===== config.mk =====
export PLATFORM = sky130hd
export DESIGN_NAME = act_launcher
export DESIGN_NICKNAME = d
export VERILOG_FILES = /design/src/rtl/act_launch_pkg.sv /design/src/rtl/act_addr_gen.sv /design/src/rtl/act_throttle.sv /design/src/rtl/act_status_slot.sv /design/src/rtl/act_launcher.sv
export SDC_FILE = /design/constraint.sdc
export NUM_CORES = 1
export LEC_CHECK = 0
export BUFFER_PORTS_ARGS = -buffer_cell sky130_fd_sc_hd__buf_4
export CAP_MARGIN = 15
export CORE_ASPECT_RATIO = 1.2
export CORE_MARGIN = 1.5
export CORE_UTILIZATION = 56
export DETAILED_ROUTE_END_ITERATION = 8
export PLACE_DENSITY = 0.8
export RECOVER_POWER = 25
export SYNTH_ARGS = -nofsm -noshare
export SYNTH_HDL_FRONTEND = slang
export SYNTH_SLANG_ARGS = --single-unit

===== constraint.sdc =====
create_clock -name clk_i -period 3.85 [get_ports clk_i]
set_clock_uncertainty 0.15 [all_clocks]
set_input_delay 0.77 -clock clk_i [delete_from_list [all_inputs] [get_ports clk_i]]
set_output_delay 0.77 -clock clk_i [all_outputs]
set_load 0.01 [all_outputs]

===== src/rtl/act_launch_pkg.sv =====
package act_launch_pkg;
  localparam logic [1:0] ST_IDLE   = 2'd0;
  localparam logic [1:0] ST_ACTIVE = 2'd1;
  localparam logic [1:0] ST_DST_TO = 2'd2;
  localparam logic [1:0] ST_SRC_TO = 2'd3;
  localparam int SET_SHIFT  = 9;   // 8 descriptors x 64 bytes
  localparam int DESC_BYTES = 64;
endpackage


===== src/rtl/act_addr_gen.sv =====
module act_addr_gen #(
  parameter int ADDR_W = 40,
  parameter int IDX_W  = 6,
  parameter int SRC_W  = 2
) (
  input  logic              clk_i,
  input  logic              rst_ni,
  input  logic              base_we_i,
  input  logic [ADDR_W-1:0] base_d_i,
  input  logic              launch_i,
  input  logic [IDX_W-1:0]  idx_i,
  input  logic [SRC_W-1:0]  src_i,
  input  logic              chain_i,
  output logic              fetch_vld_o,
  output logic [ADDR_W-1:0] fetch_addr_o,
  output logic [SRC_W-1:0]  fetch_src_o,
  output logic              chain_pend_o
);
  import act_launch_pkg::*;

  logic [ADDR_W-1:0] base_q;
  logic [ADDR_W-1:0] set_addr;

  assign set_addr = base_q + (ADDR_W'(idx_i) << SET_SHIFT);

  always_ff @(posedge clk_i or negedge rst_ni) begin
    if (!rst_ni) begin
      base_q       <= '0;
      fetch_vld_o  <= 1'b0;
      fetch_addr_o <= '0;
      fetch_src_o  <= '0;
      chain_pend_o <= 1'b0;
    end else begin
      if (base_we_i) base_q <= base_d_i;
      chain_pend_o <= launch_i & chain_i;
      if (launch_i) begin
        fetch_vld_o  <= 1'b1;
        fetch_addr_o <= set_addr;
        fetch_src_o  <= src_i;
      end else if (chain_pend_o) begin
        fetch_vld_o  <= 1'b1;
        fetch_addr_o <= fetch_addr_o + ADDR_W'(DESC_BYTES);
      end else begin
        fetch_vld_o  <= 1'b0;
      end
    end
  end
endmodule


===== src/rtl/act_throttle.sv =====
module act_throttle #(
  parameter int CNT_W     = 3,
  parameter int DEF_LIMIT = 3
) (
  input  logic             clk_i,
  input  logic             rst_ni,
  input  logic             lim_we_i,
  input  logic [CNT_W-1:0] lim_d_i,
  input  logic             inc_i,
  input  logic             dec_i,
  output logic             room_o,
  output logic [CNT_W-1:0] cnt_o,
  output logic [CNT_W-1:0] lim_o
);
  // strict compare: a limit under the count simply blocks
  assign room_o = cnt_o < lim_o;

  always_ff @(posedge clk_i or negedge rst_ni) begin
    if (!rst_ni) begin
      cnt_o <= '0;
      lim_o <= CNT_W'(DEF_LIMIT);
    end else begin
      if (lim_we_i) lim_o <= lim_d_i;
      if (inc_i && !dec_i)      cnt_o <= cnt_o + 1'b1;
      else if (dec_i && !inc_i) cnt_o <= cnt_o - 1'b1;
    end
  end
endmodule


===== src/rtl/act_status_slot.sv =====
module act_status_slot (
  input  logic       clk_i,
  input  logic       rst_ni,
  input  logic       launch_i,
  input  logic       done_i,
  input  logic [1:0] code_i,
  input  logic       ack_i,
  output logic [1:0] st_o
);
  import act_launch_pkg::*;

  always_ff @(posedge clk_i or negedge rst_ni) begin
    if (!rst_ni)                  st_o <= ST_IDLE;
    else if (launch_i)            st_o <= ST_ACTIVE;
    else if (done_i)              st_o <= (code_i == 2'd0) ? ST_IDLE : code_i;
    else if (ack_i && st_o[1])    st_o <= ST_IDLE;
  end
endmodule


===== src/rtl/act_launcher.sv =====
module act_launcher #(
  parameter int NUM_REQ   = 4,
  parameter int ADDR_W    = 40,
  parameter int IDX_W     = 6,
  parameter int DEF_LIMIT = 3,
  localparam int SRC_W    = $clog2(NUM_REQ),
  localparam int CNT_W    = $clog2(NUM_REQ + 1)
) (
  input  logic              clk_i,
  input  logic              rst_ni,
  input  logic              cfg_we_i,
  input  logic              cfg_sel_i,
  input  logic [ADDR_W-1:0] cfg_data_i,
  input  logic              act_req_i,
  input  logic [SRC_W-1:0]  act_src_i,
  input  logic [IDX_W-1:0]  act_idx_i,
  input  logic              act_chain_i,
  output logic              act_stall_o,
  output logic              fetch_vld_o,
  output logic [ADDR_W-1:0] fetch_addr_o,
  output logic [SRC_W-1:0]  fetch_src_o,
  input  logic              done_vld_i,
  input  logic [SRC_W-1:0]  done_src_i,
  input  logic [1:0]        done_code_i,
  input  logic              ack_i,
  input  logic [SRC_W-1:0]  ack_src_i,
  input  logic [SRC_W-1:0]  st_sel_i,
  output logic [1:0]        st_code_o
);
  import act_launch_pkg::*;

  logic [NUM_REQ-1:0][1:0] st_all;
  logic [CNT_W-1:0]        cnt_q, lim_q;
  logic                    room, chain_pend, accept, done_eff;

  assign act_stall_o = act_req_i & (!room | (st_all[act_src_i] != ST_IDLE) | chain_pend);
  assign accept      = act_req_i & ~act_stall_o;
  assign done_eff    = done_vld_i & (st_all[done_src_i] == ST_ACTIVE) & (done_code_i != ST_ACTIVE);
  assign st_code_o   = st_all[st_sel_i];

  act_addr_gen #(.ADDR_W(ADDR_W), .IDX_W(IDX_W), .SRC_W(SRC_W)) u_addr (
    .clk_i, .rst_ni,
    .base_we_i   (cfg_we_i & ~cfg_sel_i),
    .base_d_i    (cfg_data_i),
    .launch_i    (accept),
    .idx_i       (act_idx_i),
    .src_i       (act_src_i),
    .chain_i     (act_chain_i),
    .fetch_vld_o, .fetch_addr_o, .fetch_src_o,
    .chain_pend_o(chain_pend)
  );

  act_throttle #(.CNT_W(CNT_W), .DEF_LIMIT(DEF_LIMIT)) u_thr (
    .clk_i, .rst_ni,
    .lim_we_i (cfg_we_i & cfg_sel_i),
    .lim_d_i  (cfg_data_i[CNT_W-1:0]),
    .inc_i    (accept),
    .dec_i    (done_eff),
    .room_o   (room),
    .cnt_o    (cnt_q),
    .lim_o    (lim_q)
  );

  for (genvar g = 0; g < NUM_REQ; g++) begin : g_slot
    act_status_slot u_slot (
      .clk_i, .rst_ni,
      .launch_i (accept   && act_src_i  == SRC_W'(g)),
      .done_i   (done_eff && done_src_i == SRC_W'(g)),
      .code_i   (done_code_i),
      .ack_i    (ack_i    && ack_src_i  == SRC_W'(g)),
      .st_o     (st_all[g])
    );
  end
endmodule


Word level (Yosys, flattened, before mapping)
Index checks and enable logic that the tools add are counted.
{"block": "word_totals", "word_cells": 98, "output_inout_bits": 46, "reg_bits": 98, "in_bits": 64}
{"block": "op_classes", "n_reduce_logical": 32, "n_eq_ne": 11, "order_cmp": 4, "mux": 25, "n_addsub": 4, "bitwise_logic": 11}
{"operator": "$mux W40", "n": 2}
{"operator": "$add A40 B15 Y40", "n": 1}
{"operator": "$add A40 B7 Y40 const B", "n": 1}
{"operator": "$mux W2", "n": 16}
{"operator": "$logic_and A1 B1 Y1", "n": 18}
{"operator": "$bmux W2 S2", "n": 3}
{"operator": "$eq A2 B2 Y1 const B", "n": 6}
{"operator": "$reduce_bool A3 Y1", "n": 4}
{"operator": "$lt A2 B3 Y1 const B", "n": 3}
{"operator": "$eq A2 B1 Y1 const B", "n": 4}
{"operator": "$logic_not A2 Y1", "n": 4}
{"operator": "$and A1 B1 Y1", "n": 7}
{"operator": "$mux W3", "n": 2}
{"operator": "$reduce_bool A2 Y1", "n": 3}
{"operator": "$add A3 B1 Y3 const B", "n": 1}
{"operator": "$logic_not A1 Y1", "n": 3}
{"operator": "$lt A3 B3 Y1", "n": 1}
{"operator": "$sub A3 B1 Y3 const B", "n": 1}
{"operator": "$mux W1", "n": 2}
{"operator": "$ne A2 B1 Y1 const B", "n": 1}
{"operator": "$not A1 Y1", "n": 2}
{"operator": "$or A1 B1 Y1", "n": 2}

Depth between registers and ports, before layout
Gate-level depths: netlist of the first run.
{"block": "logic_depth", "ltp_word": 12, "mapped_depth": 14, "mapped_depth_nobuf": 12}

By module
From an unflattened synthesis of the first run, not the netlist that was laid out.
{"block": "hier_totals", "cells_unflattened": 541, "hier_area_um2": 5703.0}
{"mod": "act_addr_gen", "instances": 1, "area_per_inst_um2": 4704.5, "cells_per_inst": 435, "seq_area_each_um2": 2102.0}
{"mod": "act_status_slot", "instances": 4, "area_per_inst_um2": 87.6, "cells_per_inst": 8, "seq_area_each_um2": 50.0}
{"mod": "act_launcher", "instances": 1, "area_per_inst_um2": 330.3, "cells_per_inst": 47, "seq_area_each_um2": 0.0}
{"mod": "act_throttle", "instances": 1, "area_per_inst_um2": 317.8, "cells_per_inst": 27, "seq_area_each_um2": 152.6}

Worst setup path after synthesis of the first run
Ideal clock, no wire load.
{"block": "synth_path", "path_type": "input-to-reg", "start": "in act_src_i[1]", "end": "reg u_thr.cnt_o[1]", "path_stages": 9, "arrival_time_ps": 2709, "required_ps": 3575, "path_buffers": 2, "setup_time_ps": 125, "setup_slack_ps": 867, "path_cell_list": "mux4_2 nand2_2 inv_2 buf_2 buf_2 ha_1 inv_1 fa_1 mux2_2"}
{"block": "synth_via", "elab_chain_len": 11, "word_cells_on_any_way": 13, "cone_classes": "3 x mux; 5 x bitwise; 5 x reduce/logical"}
{"item": "start, declared", "line_no": "act_launcher.sv:15", "text": "input logic [SRC_W-1:0] act_src_i,"}
{"item": "$bmux W2 S2 *", "line_no": "act_launcher.sv:36", "text": "assign act_stall_o = act_req_i & (!room | (st_all[act_src_i] != ST_IDLE) | chain_pend);"}
{"item": "$mux W2 (implied by the code) *", "line_no": "act_launcher.sv:36"}
{"item": "$reduce_bool A2 Y1 *", "line_no": "act_launcher.sv:36"}
{"item": "$or A1 B1 Y1 * (2 in series)", "line_no": "act_launcher.sv:36"}
{"item": "$and A1 B1 Y1 *", "line_no": "act_launcher.sv:36"}
{"item": "$not A1 Y1 *", "line_no": "act_launcher.sv:37", "text": "assign accept = act_req_i & ~act_stall_o;"}
{"item": "$and A1 B1 Y1 *", "line_no": "act_launcher.sv:37"}
{"item": "$logic_not A1 Y1", "line_no": "act_throttle.sv:25", "text": "else if (dec_i && !inc_i) cnt_o <= cnt_o - 1'b1;"}
{"item": "$logic_and A1 B1 Y1", "line_no": "act_throttle.sv:25"}
{"item": "$reduce_bool A2 Y1 (no source line)"}
{"item": "end signal, assigned", "line_no": "act_throttle.sv:24", "text": "if (inc_i && !dec_i) cnt_o <= cnt_o + 1'b1;"}
{"item": "end signal, assigned", "line_no": "act_throttle.sv:25"}
{"item": "end, declared", "line_no": "act_throttle.sv:12", "text": "output logic [CNT_W-1:0] cnt_o,"}
Every way passes the cells marked *; elsewhere a longest branch is shown, timed or not. The select of a mux whose other input is x is not followed.
A chain may end at the register's enable or synchronous reset.

Worst setup path in the final report of the first run
{"block": "layout_path", "start": "reg u_thr.lim_o[1]", "end": "out act_stall_o"}
{"block": "layout_via", "elab_chain_len": 5}
{"item": "start, declared", "line_no": "act_throttle.sv:13", "text": "output logic [CNT_W-1:0] lim_o"}
{"item": "start signal, assigned", "line_no": "act_throttle.sv:21", "text": "lim_o <= CNT_W'(DEF_LIMIT);"}
{"item": "start signal, assigned", "line_no": "act_throttle.sv:23", "text": "if (lim_we_i) lim_o <= lim_d_i;"}
{"item": "$lt A3 B3 Y1", "line_no": "act_throttle.sv:16", "text": "assign room_o = cnt_o < lim_o;"}
{"item": "$logic_not A1 Y1", "line_no": "act_launcher.sv:36"}
{"item": "$or A1 B1 Y1 (2 in series)", "line_no": "act_launcher.sv:36"}
{"item": "$and A1 B1 Y1", "line_no": "act_launcher.sv:36"}
{"item": "end, declared", "line_no": "act_launcher.sv:18", "text": "output logic act_stall_o,"}
No other way between the ends.

==> key figures, run 1 <==
Cells and area
  • Highest-count cells in the layout ignoring fill and taps: sky130_fd_sc_hd__buf_4, sky130_fd_sc_hd__dfrtp_1, sky130_fd_sc_hd__nand2_1
  • Ratio of cells with drive above 1 in the final layout: 28.25%
  • Post-layout net count: 733
  • Most common library cell in the layout ignoring fill and taps: sky130_fd_sc_hd__buf_4
  • Total area of multi-input combinational cells: about 0.003 mm^2
  • Filler instances: about 760
  • Area overhead of the layout relative to synthesis: 20.58%
  • Antenna fix cells: 0
  • Reg area: approximately 0.0025 mm^2

Die
  • Row Count: 40
  • Placeable Area: 0.009960 mm^2
  • Full die area: approximately 0.011 mm^2
  • Die span in x: roughly 95 um
  • Effective utilization at floorplan: 57.19%
  • Number of top-level pins: 110
  • Die Ht: 113.5 um

Clocking
  • # resized after CTS: 0
  • Root buffer selected by CTS: sky130_fd_sc_hd__clkbuf_16
  • Setup bufs post-CTS: 0
  • CTS max path bufs: 2
  • Number of clock sinks: approximately 100
  • Clock buffers created by TritonCTS: 9
  • Number of buffers inserted for hold repair after clock tree synthesis: 0
  • CTS tree: yes
  • Clock Latency Late Sink: between 0.3 and 0.4 ns
  • CTS clock-pin slew for the worst setup and hold paths: approximately 0.070 ns
  • CTS H-Tree Depth: 3

Logic synthesis
  • Area fraction in and, or, nand and nor cells after synthesis: roughly 20%
  • Post-synth EDFFs: 0
  • Synthesis warning total: 0
  • Synthesized-area fraction occupied by ao, oa, aoi and oai cells: 11.80%
  • Post-synthesis sequential area ratio: between 40% and 50%
  • Dominant combinational cell family by area after synthesis: simple AND/OR/NAND/NOR gates
  • Count of unique library cells instantiated by Yosys: 65
  • Adder-Cell Fraction of Synth Area: approximately 2.9%
  • Primary FF master, synth: sky130_fd_sc_hd__dfrtp_1
  • Total nets after synthesis: around 640
  • Synth Instances: around 560
  • Yosys reg bits: 98
  • Post-Syn Area: 0.005695 mm^2
  • Asr flop ratio synth: between 90% and 100%
  • Synth Area in XOR/XNOR: around 7.4%
  • Average instance area after synthesis: between 10 and 15 um^2
  • Mux contribution to synthesized area: about a tenth

Placement
  • Last weighted congestion value of the routability-driven placer: ~0.9
  • Post-detailed-placement half-perimeter wirelength: roughly 10 mm
  • Count of port buffers added during placement: 109

Detailed routing
  • Iter 0 DRT Violations: 300
  • Top layer in use: met4
  • Remaining antenna violation count after routing: 0
  • Sum of routed wire length over all layers: 13.78 mm
  • DRC violation count after routing: 0
  • Total number of vias: 4,682
  • Detailed-router iteration count before antenna repair: 7
  • Amount of wire on met3 after detailed routing: ~800 um
  • Average detailed-routed wire length per instance: 17.48 um
  • Mean number of vias per cell: between 5 and 6
  • Length of routed wiring on met1: 5.599 mm
  • Amount of wire on met2 after detailed routing: slightly above 7 mm

Critical path
  • Depth of the most critical reg-to-reg path: 9
  • Maximum fanout along the worst path: 2
  • Critical Path Max Stage Delay: between 0.5 and 0.6 ns
  • Type of origin of the critical path: register
  • Worst setup path startpoint: u_thr.lim_o[1]
  • Arrival time worst endpoint: a little under 2 ns
  • Critical register-to-register path endpoint: u_addr.fetch_addr_o[10]
  • Count of buffer and inverter cells on the critical path: 2
  • Flop2flop setup slack: ~1.2 ns
  • Reg-to-Reg Start: u_thr.lim_o[1]
  • Category of the worst setup path capture point: primary output
  • Crit path cell chain: inv_1, ha_1, nor3b_1, o21ai_0, o31a_1, buf_4
  • Slowest-stage cell, CP: sky130_fd_sc_hd__dfstp_2
  • WS Path Type: reg2out
  • Worst endpoint required time: ~3 ns
  • Crit path max-delay family: flip-flops

Power and ir drop
  • Max rail drop VDD: about 440 uV
  • Total power after layout: about 4.4 mW
  • Power share of the combinational group: between 30% and 40%
  • Part of the total power dissipated in sequential elements: 40.5%
  • Power per Cell Area: 645.6 mW/mm^2
  • Power share of the clock group: roughly a fifth
  • Net switching power figure: 1.676 mW
  • Internal power contribution: 2.758 mW
  • Net switching fraction of the power: 37.80%
  • Static leakage: 2.902 nW

STA
  • Total Negative Setup Slacks: 0 ns
  • Setup repair after global routing missed its margin: no
  • Upper clock frequency limit: around 0.35 GHz
  • Final setup viols: 0
  • Slew margin rel.: 12.16%
  • Tcrit/Tclk final: ~74%
  • Number of pins with negative max-slew slack in the final report: 0
  • Slew at the pin closest to its max-slew limit: about 1.3 ns
  • Final worst path period need: 2.867 ns
  • Worst hold slack after final layout: around 0.30 ns
  • Count of final hold-check violations: 0

Worst hold path
  • Class of the tightest hold or removal check: in2async

GRT
  • Tot GR Track Use: between 20% and 30%
  • Initial antenna violation count: 0
  • First-pass GRT wire length: roughly 23 mm
  • Global route total overflow: 0
  • Number of global-route vias before repair: between 4,000 and 5,000
  • Pin count of the biggest net entering global routing: 51

Status
  • Status: finished, final reports clean

Run
  • Number of maximum-capacitance constraint violations: 0
-- per-stage QoR --
stage	utilization [%]	worst slack (ns)	instance area, um^2	instances
after CTS	69.18	0.9676	6890	788
final	68.96	0.9833	6868	788
after global routing	68.96	0.8704	6868	788
after floorplan	-	0.8666	5695	559
after global placement	66.07	0.9192	6580	772
after detailed placement	66.07	0.7713	6580	772
-- cells in the mapped netlist (all sizes together) (4+ instances only) --
| cell type | instances | share of area, % |
|---|---|---|
| nor4 | 8 | 1.4 |
| nor2 | 18 | 1.2 |
| and2 | 7 | 0.77 |
| ha | 10 | 2.2 |
| buf | 17 | 1.9 |
| a211oi | 9 | 1.2 |
| nor3 | 22 | 1.9 |
| xor2 | 9 | 1.4 |
| nand2 | 65 | 4.4 |
| o21ai | 27 | 2.4 |
| o211ai | 6 | 0.79 |
| inv | 28 | 1.8 |
| nand3 | 21 | 1.8 |
| nor3b | 6 | 0.79 |
| mux2i | 11 | 1.9 |
| mux2 | 38 | 7.5 |
| xnor2 | 39 | 6.0 |
| a2111oi | 4 | 1.2 |
| and4 | 14 | 2.2 |
| o31a | 4 | 0.62 |
| a21oi | 11 | 1.0 |
| and3 | 7 | 0.77 |
| clkbuf | 12 | 0.79 |
| dfrtp | 96 | 42 |
| nand4 | 19 | 2.6 |
-- per-layer routing --
layer / up-vias / track usage, %
met2: 145 / 46.90
met5: - / 0
met1: 2278 / 33.35
met4: 0 / 9.851
met3: 23 / 6.267
li1: 2236 / -
-- area by class of cell --
cell class | count | share of cell area, %
multi-input combinational | 404 | 43.45
sequential | 98 | 35.74
timing repair buffer | 116 | 12.46
clock buffer | 10 | 3.480
tap | 126 | 2.295
inverter | 28 | 1.530
clock inverter | 6 | 1.038
-- worst max path at each step --
stage	cells after the start	endpoint	slack, ns
global placement	11	u_thr.cnt_o[2]	0.92
CTS	6	act_stall_o	0.97
detailed placement	11	u_thr.cnt_o[2]	0.77
global route	11	u_thr.cnt_o[2]	0.87
floorplan	9	u_thr.cnt_o[1]	0.87
finish	6	act_stall_o	0.98
-- state kept, by name, indices dropped and copies added (netlist names) --
name / cells
u_addr.base_q: 40
u_addr.fetch_addr_o: 40
g_slot.u_slot.st_o: 8
u_thr.cnt_o: 3
u_thr.lim_o: 3
u_addr.fetch_src_o: 2
u_addr.chain_pend_o: 1
u_addr.fetch_vld_o: 1
-- power groups by stage --
stage	clock, mW	sequential, mW	combinational, mW
floorplan	0	1.78	0.998
global placement	0	1.78	1.64
detailed placement	0	1.80	1.69
CTS	0.948	1.79	1.71
global route	0.984	1.85	1.87
finish	0.937	1.80	1.70
-- cell families after synthesis --
kind of cell / count (synthesis)
adder cells (fa/ha/maj): 12
AND/OR/NAND/NOR: 201
multiplexers: 52
flip-flops: 98
buffers and inverters: 57
XOR/XNOR: 48
AO/OA/AOI/OAI: 91
-- worst reg2reg max path, cell delays in order, from the launching register on --
cell and delay (ns):
sky130_fd_sc_hd__dfstp_2 0.53, sky130_fd_sc_hd__inv_1 0.04, sky130_fd_sc_hd__ha_1 0.19, sky130_fd_sc_hd__nor3b_1 0.29
sky130_fd_sc_hd__o211a_1 0.23, sky130_fd_sc_hd__nand2_2 0.07, sky130_fd_sc_hd__inv_2 0.06, sky130_fd_sc_hd__buf_4 0.42
sky130_fd_sc_hd__nor2_1 0.23, sky130_fd_sc_hd__a221o_1 0.38
No activity file was read; power rests on OpenSTA's default activity.
==> run 2, diff against run 1 <==
==> constraint.sdc (replaced) <==
create_clock -name clk_i -period 2.8 [get_ports clk_i]
set_clock_uncertainty 0.15 [all_clocks]
set_input_delay 0.56 -clock clk_i [delete_from_list [all_inputs] [get_ports clk_i]]
set_output_delay 0.56 -clock clk_i [all_outputs]
set_load 0.01 [all_outputs]
==> run 2 against run 1 <==
The run now ends with max-capacitance violations, max-slew violations left. Non-clock buffer count up 8. Via count up 1.7%. Core utilization up 0.80 points. Routed wire length down 0.59%. Sequential share of layout area down 0.41 points. Global-route usage down 0.40 points. Design area up 1.2%. First-iteration DRC count down 0.33%. Combinational power up 40%. Critical path type is now reg2reg. Largest power group unchanged.
==> key figures, run 2 (same netlist as run 1, synthesis figures left out) <==
Die
  • Number of top-level pins: 110 (unchanged)
  • Placeable Area: 0.009960 mm^2 (unchanged)
  • Row Count: 40 (unchanged)
  • Effective utilization at floorplan: 57.19% (unchanged)
  • Full die area: 0.01079 mm^2 (unchanged)
  • Die Ht: 113.5 um (unchanged)
  • Die span in x: 95.06 um (unchanged)

Detailed routing
  • Sum of routed wire length over all layers: 13.70 mm (-0.59%)
  • Remaining antenna violation count after routing: 0 (unchanged)
  • Mean number of vias per cell: 5.984 (+0.71%)
  • Detailed-router iteration count before antenna repair: 5 (-2)
  • Average detailed-routed wire length per instance: 17.20 um (-1.6%)
  • DRC violation count after routing: 0 (unchanged)
  • Iter 0 DRT Violations: 299 (-0.33%)
  • Total number of vias: 4,763 (+1.7%)

Status
  • Failing checks: max-capacitance violations, max-slew violations
  • Status: finished with violations

GRT
  • First-pass GRT wire length: 22.66 mm (-1.1%)
  • Initial antenna violation count: 0 (unchanged)
  • Pin count of the biggest net entering global routing: 48 (-5.9%)
  • Global route total overflow: 0 (unchanged)
  • Tot GR Track Use: 26.98% (-0.40 points)
  • Number of global-route vias before repair: 4,812 (-1.2%)

Power and ir drop
  • Net switching fraction of the power: 37.47% (-0.33 points)
  • Part of the total power dissipated in sequential elements: 40.2% (-0.3 points)
  • Max rail drop VDD: 573.8 uV (+30%)
  • Static leakage: 2.952 nW (+1.7%)
  • Power share of the clock group: 20.9% (-0.2 points)
  • Power per Cell Area: 878.6 mW/mm^2 (+36%)
  • Net switching power figure: 2.287 mW (+36%)
  • Internal power contribution: 3.817 mW (+38%)
  • Power share of the combinational group: 38.9% (+0.6 points)
  • Total power after layout: 6.104 mW (+38%)

Clocking
  • CTS H-Tree Depth: 3 (unchanged)
  • CTS clock-pin slew for the worst setup and hold paths: 0.07 ns (about the same)
  • Clock Latency Late Sink: 0.34 ns (about the same)
  • # resized after CTS: 0 (unchanged)
  • CTS max path bufs: 2 (unchanged)
  • Setup bufs post-CTS: 0 (unchanged)
  • Number of clock sinks: 98 (unchanged)
  • Clock buffers created by TritonCTS: 9 (unchanged)
  • Root buffer selected by CTS: sky130_fd_sc_hd__clkbuf_16
  • CTS tree: yes

Cells and area
  • Antenna fix cells: 0 (unchanged)
  • Ratio of cells with drive above 1 in the final layout: 29.40% (+1.2 points)
  • Area overhead of the layout relative to synthesis: 21.99%
  • Filler instances: 788 (+4.0%)
  • Non-filler cells, final: 796 (+1.0%)
  • Post-layout net count: 741 (+1.1%)
  • Highest-count cells in the layout ignoring fill and taps: sky130_fd_sc_hd__buf_4, sky130_fd_sc_hd__dfrtp_1, sky130_fd_sc_hd__nand2_1
  • Most common library cell in the layout ignoring fill and taps: sky130_fd_sc_hd__buf_4
  • Largest registers: u_addr.base_q: 40 flops, u_addr.fetch_addr_o: 40 flops, g_slot.u_slot.st_o: 8 flops

STA
  • Upper clock frequency limit: roughly 0.38 GHz
  • Tcrit/Tclk final: between 90% and 100%
  • Slew margin rel.: -5.416% (-18 points)
  • Number of pins with negative max-slew slack in the final report: 30 (+30)
  • Worst hold slack after final layout: 0.2684 ns (-0.02814 ns)
  • Min setup slack post-route: 0.1743 ns (-0.8090 ns)
  • Slew at the pin closest to its max-slew limit: 1.581 ns (+0.2636 ns)
  • Final setup viols: 0 (unchanged)
  • Setup repair after global routing missed its margin: no
  • Total Negative Setup Slacks: 0 ns (unchanged)
  • Final worst path period need: approximately 2.6 ns
  • Count of final hold-check violations: 0 (unchanged)

Placement
  • Last weighted congestion value of the routability-driven placer: 0.8602 (-2.9%)
  • Worst setup timing slack at the placement stage: -0.01978 ns (-0.7911 ns)
  • Post-detailed-placement half-perimeter wirelength: 10.13 mm (+0.48%)
  • Number of instances in the placed design: 779 (+0.91%)
  • Count of port buffers added during placement: 109 (unchanged)

Critical path
  • Worst endpoint required time: 2.88 ns (-0.05 ns)
  • Maximum fanout along the worst path: 40 (+38)
  • Reg-to-Reg Start: u_thr.lim_o[1]
  • Category of the worst setup path capture point: register
  • Arrival time worst endpoint: 2.71 ns (+0.76 ns)
  • Type of origin of the critical path: register
  • Worst setup path startpoint: u_thr.lim_o[1]
  • WS Path Type: reg2reg

Run
  • Number of maximum-capacitance constraint violations: 1 (+1)

Worst hold path
  • Worst Hold Launch: cfg_data_i[10]
  • Class of the tightest hold or removal check: in2reg
-- run 2: final cells by class --
cell class,instances,area (um^2),share of cell area (%)
Clock buffer,10,239.0,3.440
Tap cell,126,157.7,2.269
Inverter,28,105.1,1.513
Sequential cell,98,2455,35.33
Clock inverter,6,71.32,1.026
Multi-Input combinational cell,404,2997,43.13
Timing Repair Buffer,124,923.4,13.29
-- run 2: power by group through the flow --
stage          combinational, mW  clock (mW)  sequential, mW
2_1_floorplan               1.39           0            2.44
3_3_place_gp                2.30           0            2.43
3_5_place_dp                2.38           0            2.46
4_1_cts                     2.40        1.30            2.44
5_1_grt                     2.63        1.35            2.52
6_report                    2.38        1.27            2.45
-- run 2: what timing repair did --
item | in CTS | in global routing
endpoints found under the hold margin | 25 | 0
endpoints found under the setup margin | 0 | 0
hold buffers | 1 | 0
-- run 2: through the flow --
step	utilization, %	cell area, um^2
global route	69.76	6948
floorplan	-	5705
detailed placement	66.77	6650
global placement	66.77	6650
CTS	69.99	6970
finish	69.76	6948
-- run 2: metal layers --
metal	up-vias	GRT usage [%]	routed length, um
li1	2254	-	-
met1	2302	32.16	5464
met2	172	46.29	7054
met3	35	6.400	830
met4	0	10.85	344
met5	-	0	0
-- run 2: path summary, 6_finish.rpt --
path                                            end  slack, ns  cells past startpoint
min in group asynchronous  g_slot[2].u_slot.st_o[1]       0.99                      2
hold / removal                    u_addr.base_q[10]       0.27                      3
max in group asynchronous    u_addr.fetch_addr_o[7]       0.37                      3
setup reg to reg            u_addr.fetch_addr_o[10]       0.17                      9
hold reg to reg              u_addr.fetch_addr_o[1]       0.32                      2
setup / recovery            u_addr.fetch_addr_o[10]       0.17                      9
-- run 2: worst max-delay path: stages, from the launching register on --
cell and delay [ns]:
sky130_fd_sc_hd__dfstp_2 0.53, sky130_fd_sc_hd__inv_1 0.04, sky130_fd_sc_hd__ha_1 0.27, sky130_fd_sc_hd__o21ai_1 0.19, sky130_fd_sc_hd__o211a_1 0.19, sky130_fd_sc_hd__nand2_2 0.07, sky130_fd_sc_hd__inv_2 0.05, sky130_fd_sc_hd__buf_4 0.42
sky130_fd_sc_hd__nor2_1 0.20, sky130_fd_sc_hd__a221o_1 0.39
==> run 3, diff against run 2 <==
--- a/config.mk
+++ b/config.mk
@@ -15,4 +15,5 @@
 export RECOVER_POWER = 25
 export SYNTH_ARGS = -nofsm -noshare
 export SYNTH_HDL_FRONTEND = slang
+export SYNTH_HIERARCHICAL = 1
 export SYNTH_SLANG_ARGS = --single-unit
==> run 3 against run 2 <==
The run still ends with max-capacitance violations, max-slew violations left. Via count is 0.67% lower. Flip-flop and latch count unchanged. Final cell count down 0.75%. Setup slack worse by 0.14 ns. Core utilization increased by 1.8 points. Design area increased by 2.6%. Routed wire length is essentially flat. Global-route usage down 0.30 points.
==> key figures, run 3 <==
Power and ir drop
  • Net switching fraction of the power: 36.66% (-0.81 points)
  • Internal power contribution: 4.017 mW (+5.2%)
  • Static leakage: 3.053 nW (+3.4%)
  • Max rail drop VDD: 388.8 uV (-32%)
  • Net switching power figure: 2.325 mW (+1.7%)
  • Power share of the clock group: 21.3% (+0.4 points)
  • Power share of the combinational group: 39.7% (+0.8 points)
  • Power per Cell Area: 889.9 mW/mm^2 (+1.3%)
  • Part of the total power dissipated in sequential elements: 39.0% (-1.2 points)

Placement
  • Count of port buffers added during placement: 109 (unchanged)
  • Last weighted congestion value of the routability-driven placer: 0.8640 (+0.44%)
  • Post-detailed-placement half-perimeter wirelength: 9.912 mm (-2.1%)

Die
  • Die Ht: 113.5 um (about the same)
  • Effective utilization at floorplan: 57.26% (+0.075 points)
  • Placeable Area: 0.009960 mm^2 (unchanged)
  • Die span in x: 95.12 um (about the same)
  • Full die area: 0.01080 mm^2 (+0.13%)
  • Row Count: 40 (unchanged)
  • Number of top-level pins: 110 (unchanged)

Logic synthesis
  • Average instance area after synthesis: 10.54 um^2 (+3.5%)
  • Area fraction in and, or, nand and nor cells after synthesis: 19.18% (-0.51 points)
  • Adder-Cell Fraction of Synth Area: 2.896% (-0.0038 points)
  • Total nets after synthesis: 617 (-2.8%)
  • Synth Area in XOR/XNOR: 7.679% (+0.30 points)
  • Post-synthesis sequential area ratio: 43.05% (-0.057 points)
  • Count of unique library cells instantiated by Yosys: 67 (+3.1%)
  • Asr flop ratio synth: 100.0% (unchanged)
  • Synthesized-area fraction occupied by ao, oa, aoi and oai cells: 10.73% (-1.1 points)
  • Synthesis warning total: 6 (+6)
  • Most repeated cell in the gate-level netlist after synthesis: sky130_fd_sc_hd__dfrtp_1
  • Yosys reg bits: 98 (unchanged)
  • Commonest cells in the netlist: sky130_fd_sc_hd__dfrtp_1, sky130_fd_sc_hd__mux2_2, sky130_fd_sc_hd__nand2_1
  • Post-Syn Area: 0.005703 mm^2 (+0.13%)
  • Synth Instances: 541 (-3.2%)
  • Ranking of synthesized cells by area: sky130_fd_sc_hd__dfrtp_1, sky130_fd_sc_hd__mux2_2, sky130_fd_sc_hd__xnor2_1
  • Mux contribution to synthesized area: 13.98% (+3.3 points)
  • Area share of the largest cell type after synthesis: 42.12% (-0.056 points)
  • Cell type with the largest total area after synthesis: sky130_fd_sc_hd__dfrtp_1
  • Post-synth EDFFs: 0 (unchanged)
  • Primary FF master, synth: sky130_fd_sc_hd__dfrtp_1
  • Dominant combinational cell family by area after synthesis: simple AND/OR/NAND/NOR gates

STA
  • Setup repair after global routing missed its margin: yes
  • Number of pins with negative max-slew slack in the final report: 99 (+230%)
  • Final worst path period need: 2.770 ns (+0.1441 ns)
  • Total Negative Setup Slacks: 0 ns (unchanged)
  • Slew at the pin closest to its max-slew limit: 2.152 ns (+0.5712 ns)
  • Upper clock frequency limit: 0.3610 GHz (-5.2%)
  • Slew margin rel.: -43.50% (-38 points)
  • Final setup viols: 0 (unchanged)
  • Count of final hold-check violations: 0 (unchanged)
  • Tcrit/Tclk final: 98.92% (+5.1 points)

Clocking
  • Clock Latency Late Sink: 0.34 ns (about the same)
  • CTS tree: yes
  • CTS H-Tree Depth: 3 (unchanged)
  • Number of clock sinks: 98 (unchanged)
  • Root buffer selected by CTS: sky130_fd_sc_hd__clkbuf_16
  • CTS clock-pin slew for the worst setup and hold paths: 0.07 ns (about the same)
  • CTS max path bufs: 2 (unchanged)
  • Clock buffers created by TritonCTS: 9 (unchanged)

Cells and area
  • Ratio of cells with drive above 1 in the final layout: 33.73% (+4.3 points)
  • Filler instances: 719 (-8.8%)
  • Post-layout net count: 735 (-0.81%)
  • Largest registers: u_addr/base_q: 40 flops, u_addr/fetch_addr_o: 40 flops, g_slot.u_slot/st_o: 8 flops
  • Area overhead of the layout relative to synthesis: 24.97%
  • Post-layout util: 71.56% (+1.8 points)
  • Antenna fix cells: 0 (unchanged)
  • Highest-count cells in the layout ignoring fill and taps: sky130_fd_sc_hd__buf_4, sky130_fd_sc_hd__dfrtp_1, sky130_fd_sc_hd__mux2_2
  • Most common library cell in the layout ignoring fill and taps: sky130_fd_sc_hd__buf_4

Detailed routing
  • Detailed-router iteration count before antenna repair: 5 (unchanged)
  • DRC violation count after routing: 0 (unchanged)
  • Mean number of vias per cell: 5.989 (about the same)
  • Sum of routed wire length over all layers: 13.69 mm (about the same)
  • Average detailed-routed wire length per instance: 17.32 um (+0.69%)
  • Iter 0 DRT Violations: 261 (-13%)
  • Remaining antenna violation count after routing: 0 (unchanged)
  • Total number of vias: 4,731 (-0.67%)

GRT
  • First-pass GRT wire length: 22.44 mm (-0.98%)
  • Global route total overflow: 0 (unchanged)
  • Tot GR Track Use: 26.69% (-0.30 points)
  • Pin count of the biggest net entering global routing: 99 (+110%)
  • Number of global-route vias before repair: 4,656 (-3.2%)
  • Initial antenna violation count: 0 (unchanged)

Critical path
  • Flop2flop setup slack: 0.03 ns (-0.14 ns)
  • Crit path cell chain: inv_2, ha_4, a21o_1, a21oi_2, and2b_2, o211ai_4, a211oi_4, ha_2, inv_2, fa_2, xor2_1, nor2_1, xor2_1
  • Critical register-to-register path endpoint: u_thr/cnt_o[2]
  • Reg-to-Reg Start: u_thr/lim_o[1]
  • Slowest-stage cell, CP: sky130_fd_sc_hd__dfstp_2
  • WS Path Type: reg2reg
  • Maximum fanout along the worst path: 2 (-95%)
  • Worst endpoint required time: 2.91 ns (+0.03 ns)
  • Arrival time worst endpoint: 2.88 ns (+0.17 ns)
  • Category of the worst setup path capture point: register
  • Depth of the most critical reg-to-reg path: 13 (+4)
  • Type of origin of the critical path: register
  • Critical Path Max Stage Delay: 0.53 ns (about the same)

Worst hold path
  • Destination of the worst hold path: u_addr/base_q[15]
  • Class of the tightest hold or removal check: in2reg
  • Worst Hold Launch: cfg_data_i[15]
  • Number of stages on the worst hold path: 3 (unchanged)

Status
  • Failing checks: max-capacitance violations, max-slew violations
  • Status: finished with violations

Run
  • Number of maximum-capacitance constraint violations: 1 (unchanged)
[run 3: changes by cell type in the layout (fill, tap and decap cells not counted), sizes merged, moves of 11 or more]
cell | previous run | this run
nand2 | 65 | 44
xor2 | 9 | 25
nor3 | 22 | 8
xnor2 | 39 | 25
inv | 30 | 17
mux2 | 38 | 49
nor2 | 18 | 29
[run 3: timing repair]
| action | CTS | global route |
|---|---|---|
| setup endpoints to repair | 3 | 5 |
| gates resized for setup | 6 | 4 |
| cloned | 0 | 0 |
| pin swaps | 3 | 2 |
| setup buffers | 0 | 2 |
| hold buffers | 0 | 0 |
[run 3: area by class of cell]
| cell class | count | area (um^2) | area share [%] |
|---|---|---|---|
| clock buffer | 11 | 242.7 | 3.406 |
| tap | 126 | 157.7 | 2.212 |
| inverter | 17 | 67.56 | 0.9480 |
| multi-input combinational | 407 | 3159 | 44.33 |
| timing repair buffer | 126 | 959.7 | 13.47 |
| sequential | 98 | 2455 | 34.45 |
| clock inverter | 5 | 85.08 | 1.194 |
[run 3: stage by stage]
stage          instances  setup slack, ns  instance area (um^2)  total power [mW]  hold slack [ns]
2_1_floorplan        541         -0.03079                  5712             3.822           0.1144
3_3_place_gp         772          0.02771                  6758             4.836           0.3191
3_5_place_dp         772          -0.1214                  6758             4.936           0.3374
4_1_cts              788        -0.003868                  7104             6.338           0.1441
5_1_grt              790         -0.09597                  7127             6.711           0.2848
6_report             790          0.03014                  7127             6.342           0.2656
[run 3: critical path: cells and delay by family, from the launching register on]
| kind | cells | cell delay [ns] |
|---|---|---|
| fa+ha+maj | 3 | 0.76 |
| flops | 1 | 0.53 |
| simple gates | 2 | 0.31 |
| xor+xnor | 2 | 0.32 |
| compound gates | 4 | 0.55 |
| buf+inv | 2 | 0.08 |
[run 3: layer usage]
| layer | vias to the layer above | wire length, um | global-route usage (%) |
|---|---|---|---|
| li1 | 2222 | - | - |
| met1 | 2315 | 5647 | 33.71 |
| met2 | 172 | 7069 | 45.82 |
| met3 | 22 | 710 | 3.667 |
| met4 | 0 | 257 | 10.25 |
| met5 | - | 0 | 0 |
[run 3: worst max-delay path by stage]
stage,start,to,slack (ns),cells past startpoint
global route,u_thr/lim_o[1],u_thr/cnt_o[2],-0.1,13
CTS,u_thr/lim_o[1],u_thr/cnt_o[2],-0.004,13
finish,u_thr/lim_o[1],u_thr/cnt_o[2],0.03,13
global placement,u_thr/lim_o[1],u_thr/cnt_o[2],0.03,13
detailed placement,u_thr/lim_o[1],u_thr/cnt_o[2],-0.12,13
floorplan,u_thr/lim_o[1],u_thr/cnt_o[2],-0.03,13
[run 3: kinds of logic (layout without fill, tap and decap cells)]
kind of cell | count (synthesis) | in the layout
buf+inv | 36 | 159
flops | 98 | 98
xor+xnor | 50 | 50
mux | 71 | 71
compound gates | 83 | 83
simple gates | 191 | 191
fa+ha+maj | 12 | 12
[run 3: power by group through the flow]
stage	registers, mW	logic (mW)	clock network (mW)
finish	2.48	2.51	1.35
global route	2.56	2.73	1.43
CTS	2.47	2.49	1.38
detailed placement	2.49	2.45	0
global placement	2.47	2.37	0
floorplan	2.48	1.34	0
